--- src/rtl/brk_snoop_pkg.sv ---
package brk_snoop_pkg;
    typedef enum logic [2:0] {
        ST_IDLE,
        ST_SIG,
        ST_PUSH_HI,
        ST_PUSH_LO,
        ST_PUSH_ST
    } snoop_st_e;
endpackage

--- src/rtl/brk_seq_fsm.sv ---
module brk_seq_fsm
    import brk_snoop_pkg::*;
#(
    parameter int ADDR_W     = 16,
    parameter int DATA_W     = 8,
    parameter logic [7:0] BRK_OP     = 8'h00,
    parameter logic [7:0] STACK_PAGE = 8'h01
) (
    input  logic              clk,
    input  logic              rst,
    input  logic [ADDR_W-1:0] bus_addr,
    input  logic [DATA_W-1:0] bus_data,
    input  logic              bus_rnw,
    input  logic              bus_sync,
    output logic              done_o,
    output logic [ADDR_W-1:0] brk_addr_o,
    output logic [DATA_W-1:0] sig_o,
    output logic [ADDR_W-1:0] ret_addr_o
);
    localparam int HI_W = ADDR_W - DATA_W;

    snoop_st_e st_q, st_d;
    logic is_brk, is_push;

    assign is_brk  = bus_sync && bus_rnw && (bus_data == DATA_W'(BRK_OP));
    assign is_push = !bus_rnw && (bus_addr[ADDR_W-1:DATA_W] == HI_W'(STACK_PAGE));

    // state register
    always_ff @(posedge clk) begin
        if (rst) st_q <= ST_IDLE;
        else     st_q <= st_d;
    end

    // transitions
    always_comb begin
        st_d = st_q;
        unique case (st_q)
            ST_IDLE: if (is_brk) st_d = ST_SIG;
            ST_SIG: begin
                if (bus_sync) st_d = is_brk ? ST_SIG : ST_IDLE;
                else          st_d = ST_PUSH_HI;
            end
            ST_PUSH_HI: begin
                if (bus_sync)     st_d = is_brk ? ST_SIG : ST_IDLE;
                else if (is_push) st_d = ST_PUSH_LO;
            end
            ST_PUSH_LO: begin
                if (bus_sync)     st_d = is_brk ? ST_SIG : ST_IDLE;
                else if (is_push) st_d = ST_PUSH_ST;
            end
            ST_PUSH_ST: begin
                if (bus_sync)     st_d = is_brk ? ST_SIG : ST_IDLE;
                else if (is_push) st_d = ST_IDLE;
            end
            default: st_d = ST_IDLE;
        endcase
    end

    assign done_o = (st_q == ST_PUSH_ST) && is_push && !bus_sync;

    // captured values
    always_ff @(posedge clk) begin
        if (rst) begin
            brk_addr_o <= '0;
            sig_o      <= '0;
            ret_addr_o <= '0;
        end else begin
            if (is_brk) brk_addr_o <= bus_addr;
            if (st_q == ST_SIG && !bus_sync) sig_o <= bus_data;
            if (st_q == ST_PUSH_HI && !bus_sync && is_push)
                ret_addr_o[ADDR_W-1:DATA_W] <= HI_W'(bus_data);
            if (st_q == ST_PUSH_LO && !bus_sync && is_push)
                ret_addr_o[DATA_W-1:0] <= bus_data;
        end
    end

    AST_FETCH_STARTS: assert property (@(posedge clk) disable iff (rst)
        is_brk |=> (st_q == ST_SIG));
    AST_SYNC_ENDS_CAPTURE: assert property (@(posedge clk) disable iff (rst)
        (bus_sync && !is_brk) |=> (st_q == ST_IDLE));
endmodule

--- src/rtl/brk_match_table.sv ---
module brk_match_table #(
    parameter int N_ENT  = 8,
    parameter int DATA_W = 8,
    parameter int IDX_W  = $clog2(N_ENT)
) (
    input  logic              clk,
    input  logic              rst,
    input  logic              wr_en,
    input  logic [IDX_W-1:0]  wr_idx,
    input  logic [DATA_W-1:0] wr_sig,
    input  logic              wr_on,
    input  logic [DATA_W-1:0] key,
    output logic              match_o,
    output logic [IDX_W-1:0]  idx_o
);
    logic [DATA_W-1:0] ent_sig [N_ENT];
    logic [N_ENT-1:0]  ent_on;
    logic [N_ENT-1:0]  ent_hit;

    for (genvar g = 0; g < N_ENT; g++) begin : g_ent
        always_ff @(posedge clk) begin
            if (rst) begin
                ent_sig[g] <= '0;
                ent_on[g]  <= 1'b0;
            end else if (wr_en && wr_idx == IDX_W'(g)) begin
                ent_sig[g] <= wr_sig;
                ent_on[g]  <= wr_on;
            end
        end
        assign ent_hit[g] = ent_on[g] && (ent_sig[g] == key);
    end

    // lowest index wins
    always_comb begin
        match_o = 1'b0;
        idx_o   = '0;
        for (int i = N_ENT - 1; i >= 0; i--) begin
            if (ent_hit[i]) begin
                match_o = 1'b1;
                idx_o   = IDX_W'(i);
            end
        end
    end

    AST_IDX_IS_ENABLED_MATCH: assert property (@(posedge clk) disable iff (rst)
        match_o |-> (ent_on[idx_o] && ent_sig[idx_o] == key));
endmodule

--- src/rtl/brk_sig_snoop.sv ---
module brk_sig_snoop #(
    parameter int ADDR_W = 16,
    parameter int DATA_W = 8,
    parameter int N_ENT  = 8,
    parameter logic [7:0] STACK_PAGE = 8'h01,
    localparam int IDX_W = $clog2(N_ENT)
) (
    input  logic              clk,
    input  logic              rst,
    input  logic [ADDR_W-1:0] bus_addr,
    input  logic [DATA_W-1:0] bus_data,
    input  logic              bus_rnw,
    input  logic              bus_sync,
    input  logic              tbl_we,
    input  logic [IDX_W-1:0]  tbl_idx,
    input  logic [DATA_W-1:0] tbl_sig,
    input  logic              tbl_on,
    output logic              hit_o,
    output logic [DATA_W-1:0] sig_o,
    output logic [ADDR_W-1:0] brk_addr_o,
    output logic [ADDR_W-1:0] ret_addr_o,
    output logic              ret_ok_o,
    output logic              act_valid_o,
    output logic [IDX_W-1:0]  act_idx_o
);
    logic              seq_done;
    logic [ADDR_W-1:0] w_brk, w_ret;
    logic [DATA_W-1:0] w_sig;
    logic              tbl_match;
    logic [IDX_W-1:0]  tbl_hit_idx;

    brk_seq_fsm #(
        .ADDR_W(ADDR_W), .DATA_W(DATA_W), .BRK_OP(8'h00), .STACK_PAGE(STACK_PAGE)
    ) seq_i (
        .clk(clk), .rst(rst),
        .bus_addr(bus_addr), .bus_data(bus_data),
        .bus_rnw(bus_rnw), .bus_sync(bus_sync),
        .done_o(seq_done), .brk_addr_o(w_brk), .sig_o(w_sig), .ret_addr_o(w_ret)
    );

    brk_match_table #(.N_ENT(N_ENT), .DATA_W(DATA_W), .IDX_W(IDX_W)) tbl_i (
        .clk(clk), .rst(rst),
        .wr_en(tbl_we), .wr_idx(tbl_idx), .wr_sig(tbl_sig), .wr_on(tbl_on),
        .key(w_sig), .match_o(tbl_match), .idx_o(tbl_hit_idx)
    );

    // published outputs
    always_ff @(posedge clk) begin
        if (rst) begin
            hit_o       <= 1'b0;
            sig_o       <= '0;
            brk_addr_o  <= '0;
            ret_addr_o  <= '0;
            ret_ok_o    <= 1'b0;
            act_valid_o <= 1'b0;
            act_idx_o   <= '0;
        end else begin
            hit_o       <= seq_done;
            act_valid_o <= seq_done && tbl_match;
            act_idx_o   <= (seq_done && tbl_match) ? tbl_hit_idx : '0;
            if (seq_done) begin
                sig_o      <= w_sig;
                brk_addr_o <= w_brk;
                ret_addr_o <= w_ret;
                ret_ok_o   <= (w_ret == w_brk + ADDR_W'(2));
            end
        end
    end

    AST_HIT_SINGLE_CYCLE: assert property (@(posedge clk) disable iff (rst)
        hit_o |=> !hit_o);
    AST_HIT_AFTER_STACK_WRITE: assert property (@(posedge clk) disable iff (rst)
        hit_o |-> $past(!bus_rnw && bus_addr[ADDR_W-1:DATA_W] == (ADDR_W-DATA_W)'(STACK_PAGE)));
    AST_HELD_BETWEEN_HITS: assert property (@(posedge clk) disable iff (rst)
        !hit_o |-> $stable({sig_o, brk_addr_o, ret_addr_o, ret_ok_o}));
    AST_ACT_NEEDS_HIT: assert property (@(posedge clk) disable iff (rst)
        act_valid_o |-> hit_o);
endmodule

--- config.mk ---
export PLATFORM = sky130hd
export DESIGN_NAME = brk_sig_snoop
export DESIGN_NICKNAME = d
export VERILOG_FILES = /design/src/rtl/brk_snoop_pkg.sv /design/src/rtl/brk_seq_fsm.sv /design/src/rtl/brk_match_table.sv /design/src/rtl/brk_sig_snoop.sv
export SDC_FILE = /design/constraint.sdc
export NUM_CORES = 1
export LEC_CHECK = 0
export ABC_AREA = 1
export BUFFER_PORTS_ARGS = -buffer_cell sky130_fd_sc_hd__buf_2
export CAP_MARGIN = 40
export CORE_MARGIN = 8
export CORE_UTILIZATION = 25
export CTS_BUF_LIST = sky130_fd_sc_hd__clkbuf_8
export CTS_CLUSTER_DIAMETER = 150
export DETAILED_ROUTE_END_ITERATION = 8
export PLACE_DENSITY_LB_ADDON = 0.2
export RECOVER_POWER = 50
export SYNTH_ARGS = -nofsm -noshare
export SYNTH_HDL_FRONTEND = slang
export SYNTH_SLANG_ARGS = --single-unit
--- constraint.sdc ---
create_clock -name clk -period 2.1 [get_ports clk]
set_input_delay 0.42 -clock clk [delete_from_list [all_inputs] [get_ports clk]]
set_output_delay 0.42 -clock clk [all_outputs]
set_load 0.1 [all_outputs]
==> flow_metrics.py <==
metrics = {
    "run_status": {
        "status": "finished, final reports clean",
    },
    "grt": {
        "grt_usage_pct": 12.8,
        "grt_max_degree": 60,
        "grt_pass1_vias": 6415,
        "overflow": 0,
        "grt_pass1_wl_um": 37300,
        "antenna_found_initial": 0,
    },
    "synthesis": {
        "synth_top_family_by_area": "simple AND/OR/NAND/NOR gates",
        "synthTopCellsByCount": "nand2_1, nor2_1, inv_1",
        "synth_compound_area_share_pct": 11.1,
        "synth.distinct_cells": 42,
        "synth_cells": 999,
        "synth-xor-area-share_pct": 2.92,
        "async_reset_ff_share_pct": 0,
        "seq_area_frac_synth_pct": 47.8,
        "ys_warn_count": 0,
        "syn_area_um2": 8090,
        "synth_nets": 1041,
        "yosys.area_share.adder_pct": 0.155,
        "yosys.area_share.simple_pct": 29.4,
        "synthMuxAreaShare_pct": 0,
        "netlist_top_cells_area": "dfxtp_1, edfxtp_1, nand2_1",
        "synth-edff-count": 64,
        "synth_ff_type": "dfxtp_1",
        "syn_area_per_cell_um2": 8.10,
        "synth_most_common_cell": "nand2_1",
        "ys_seq_elements": 161,
        "synth_largest_area_cell": "dfxtp_1",
        "synth_top_cell_area_share_pct": 24.0,
    },
    "critical_path": {
        "critPathLaunchType": "flop",
        "critical_path_class": "reg -> reg",
        "critPathBufInv": 1,
        "endpoint_kind": "flop",
        "cp_common_cell": "nand2_1",
        "crit_path_start": "seq_i.sig_o[1]",
        "crit_required_ns": 2.45,
        "crit_family": "simple AND/OR/NAND/NOR gates",
        "crit_path_top_delay_cell": "dfxtp_1",
        "slowest_delay_ns": 0.49,
        "timing.rr.start": "seq_i.sig_o[1]",
        "arrival_ns": 2.24,
        "crit_fanout": 5,
        "path_cells": "buf_4 > nand2_1 > nand2_1 > nor2_1 > nand3_1 > nor2_1 > nor2_1 > nand2_1 > nand2_1 > nand2_2 > and3_1",
    },
    "clock_tree": {
        "cts-hold-fix-buffers": 0,
        "htreeDepth": 4,
        "post_cts_buffers": 0,
        "clockBufferDepth": 2,
        "cts_sinks": 161,
        "cts_root_buf": "clkbuf_8",
        "cts_tree": "done",
        "cts_inserted_buffers": 17,
        "cts_resized": 0,
        "cts.reportedPaths.clkPinSlew_ns": 0.09,
        "clock_latency_ns": 0.46,
    },
    "flow_run": {
        "cap_violations": 0,
    },
    "timing": {
        "slew_viol_final": 0,
        "hold_violations": 0,
        "fmax_ghz": 0.529,
        "worst_pin_slew_ns": 1.00,
        "min_period_ns": 1.89,
        "timing.setup.tns_ns": 0,
        "grt_setup_unrepaired": "no",
        "fin_skew_ns": 0.0172,
        "worst_slack_ns": 0.209,
        "relSlewSlack_pct": 32.9,
        "fin_crit_sh_pct": 90.1,
        "setup-violations-final": 0,
    },
    "floorplanning": {
        "start_util_pct": 25.1,
        "dieArea_um2": 38400,
        "core_area_um2": 32200,
        "io_pins": 87,
        "die_height_um": 196,
        "rows": 66,
        "fp.dieW_um": 196,
    },
    "drt": {
        "drc": 0,
        "drtPass1Iterations": 4,
        "vias_per_cell": 4.37,
        "post_drt_wl_per_cell_um": 16.0,
        "routed_wl_um": 24200,
        "ant_nets": 0,
        "num_vias": 6627,
        "drtIter0Drc": 370,
    },
    "placement": {
        "dp_worst_setup_slack_ns": 0.216,
        "placed_area_um2": 9010,
        "portBuffers": 86,
        "gp_congestion": 0.788,
        "dp_hpwl_um": 17600,
    },
    "pwr": {
        "power.density_nw_per_um2": 725,
        "ir_worst_vdd_uv": 342,
        "p_leak_uw": 0.00380,
    },
    "layout": {
        "fin_area_um2": 9370,
        "nets": 1136,
        "syn_to_final_growth_pct": 15.8,
        "utilization_pct": 29.1,
        "antenna_cells": 0,
        "drive_above_1_share_pct": 26.3,
    },
    "hold_path": {
        "holdCritStartpoint": "bus_addr[1]",
        "hold_path_class": "in -> reg",
    },
}
[flip-flops by register name, indices dropped and copies added, names as in the netlist, 3 cells and up]
register          cells
act_idx_o             3
brk_addr_o           16
ret_addr_o           16
seq_i.brk_addr_o     16
seq_i.ret_addr_o     16
seq_i.sig_o           8
seq_i.st_q            3
sig_o                 8
tbl_i.ent_on          8
tbl_i.ent_sig        64
[cell type report]
class,instances,area (um^2)
multi-input cells,685,3520
well taps,408,510
fillers,3520,22800
inverters,118,443
clock inverters,14,151
flip-flops and latches,161,3860
clock buffers,18,248
repair buffers,111,628
[tightest hold or removal path, stage by stage]
cell and delay, ns:
buf_2 0.07, o21ai_0 0.07, a21oi_1 0.10
[where the power goes]
group | switching, uW | internal (uW)
combinational | 650 | 299
sequential | 80.2 | 3370
clock | 1200 | 1190
[per-layer routing]
layer	vias to the layer above	share of wire, %	routed length (um)	global-route usage [%]
li1	3356	-	-	-
met1	3101	44	10700	15.9
met2	145	48	11600	21.4
met3	25	6.0	1450	3.24
met4	0	1.7	416	3.93
met5	-	0	0	0
[cells by family (layout without fill, tap and decap cells)]
| group | count (synthesis) | after routing |
|---|---|---|
| buffers and inverters | 153 | 261 |
| and+or+nand+nor | 519 | 519 |
| DFF | 161 | 161 |
| adders and majority gates | 1 | 1 |
| xor gates and xnor gates | 27 | 27 |
| AOI/OAI and AO/OA | 138 | 138 |
[stage by stage]
step / cells / hold slack, ns / total power, uW
after floorplan: 999 / 0.447 / 4140
after global placement: 1483 / 0.458 / 4500
after detailed placement: 1483 / 0.464 / 4500
after CTS: 1515 / 0.202 / 6900
after global routing: 1515 / 0.203 / 7130
final: 1515 / 0.238 / 6790
[placed cells by master (no fill, tap or decap), types with 4 or more instances in the layout]
| cell type | n |
|---|---|
| dfxtp_1 | 97 |
| xnor2_1 | 17 |
| o22ai_1 | 4 |
| edfxtp_1 | 64 |
| clkbuf_8 | 18 |
| a21oi_2 | 41 |
| nand3_1 | 37 |
| a211oi_1 | 16 |
| buf_4 | 15 |
| buf_2 | 84 |
| nand2_2 | 12 |
| nor2_2 | 85 |
| o21ai_0 | 39 |
| inv_1 | 114 |
| nor2_1 | 155 |
| inv_2 | 9 |
| nand2_1 | 195 |
| xor2_1 | 10 |
| nor3_1 | 5 |
| a21oi_1 | 32 |
| nand4_1 | 8 |
| or2_2 | 6 |
| clkbuf_1 | 8 |
[worst paths after layout]
kind | slack (ns) | to | cells past startpoint
setup / recovery | 0.21 | act_idx_o[1] | 11
hold / removal | 0.24 | seq_i.brk_addr_o[1] | 3
hold reg to reg | 0.47 | ret_ok_o | 2
setup reg to reg | 0.21 | act_idx_o[1] | 11
Power figures use the tool's default switching activity.
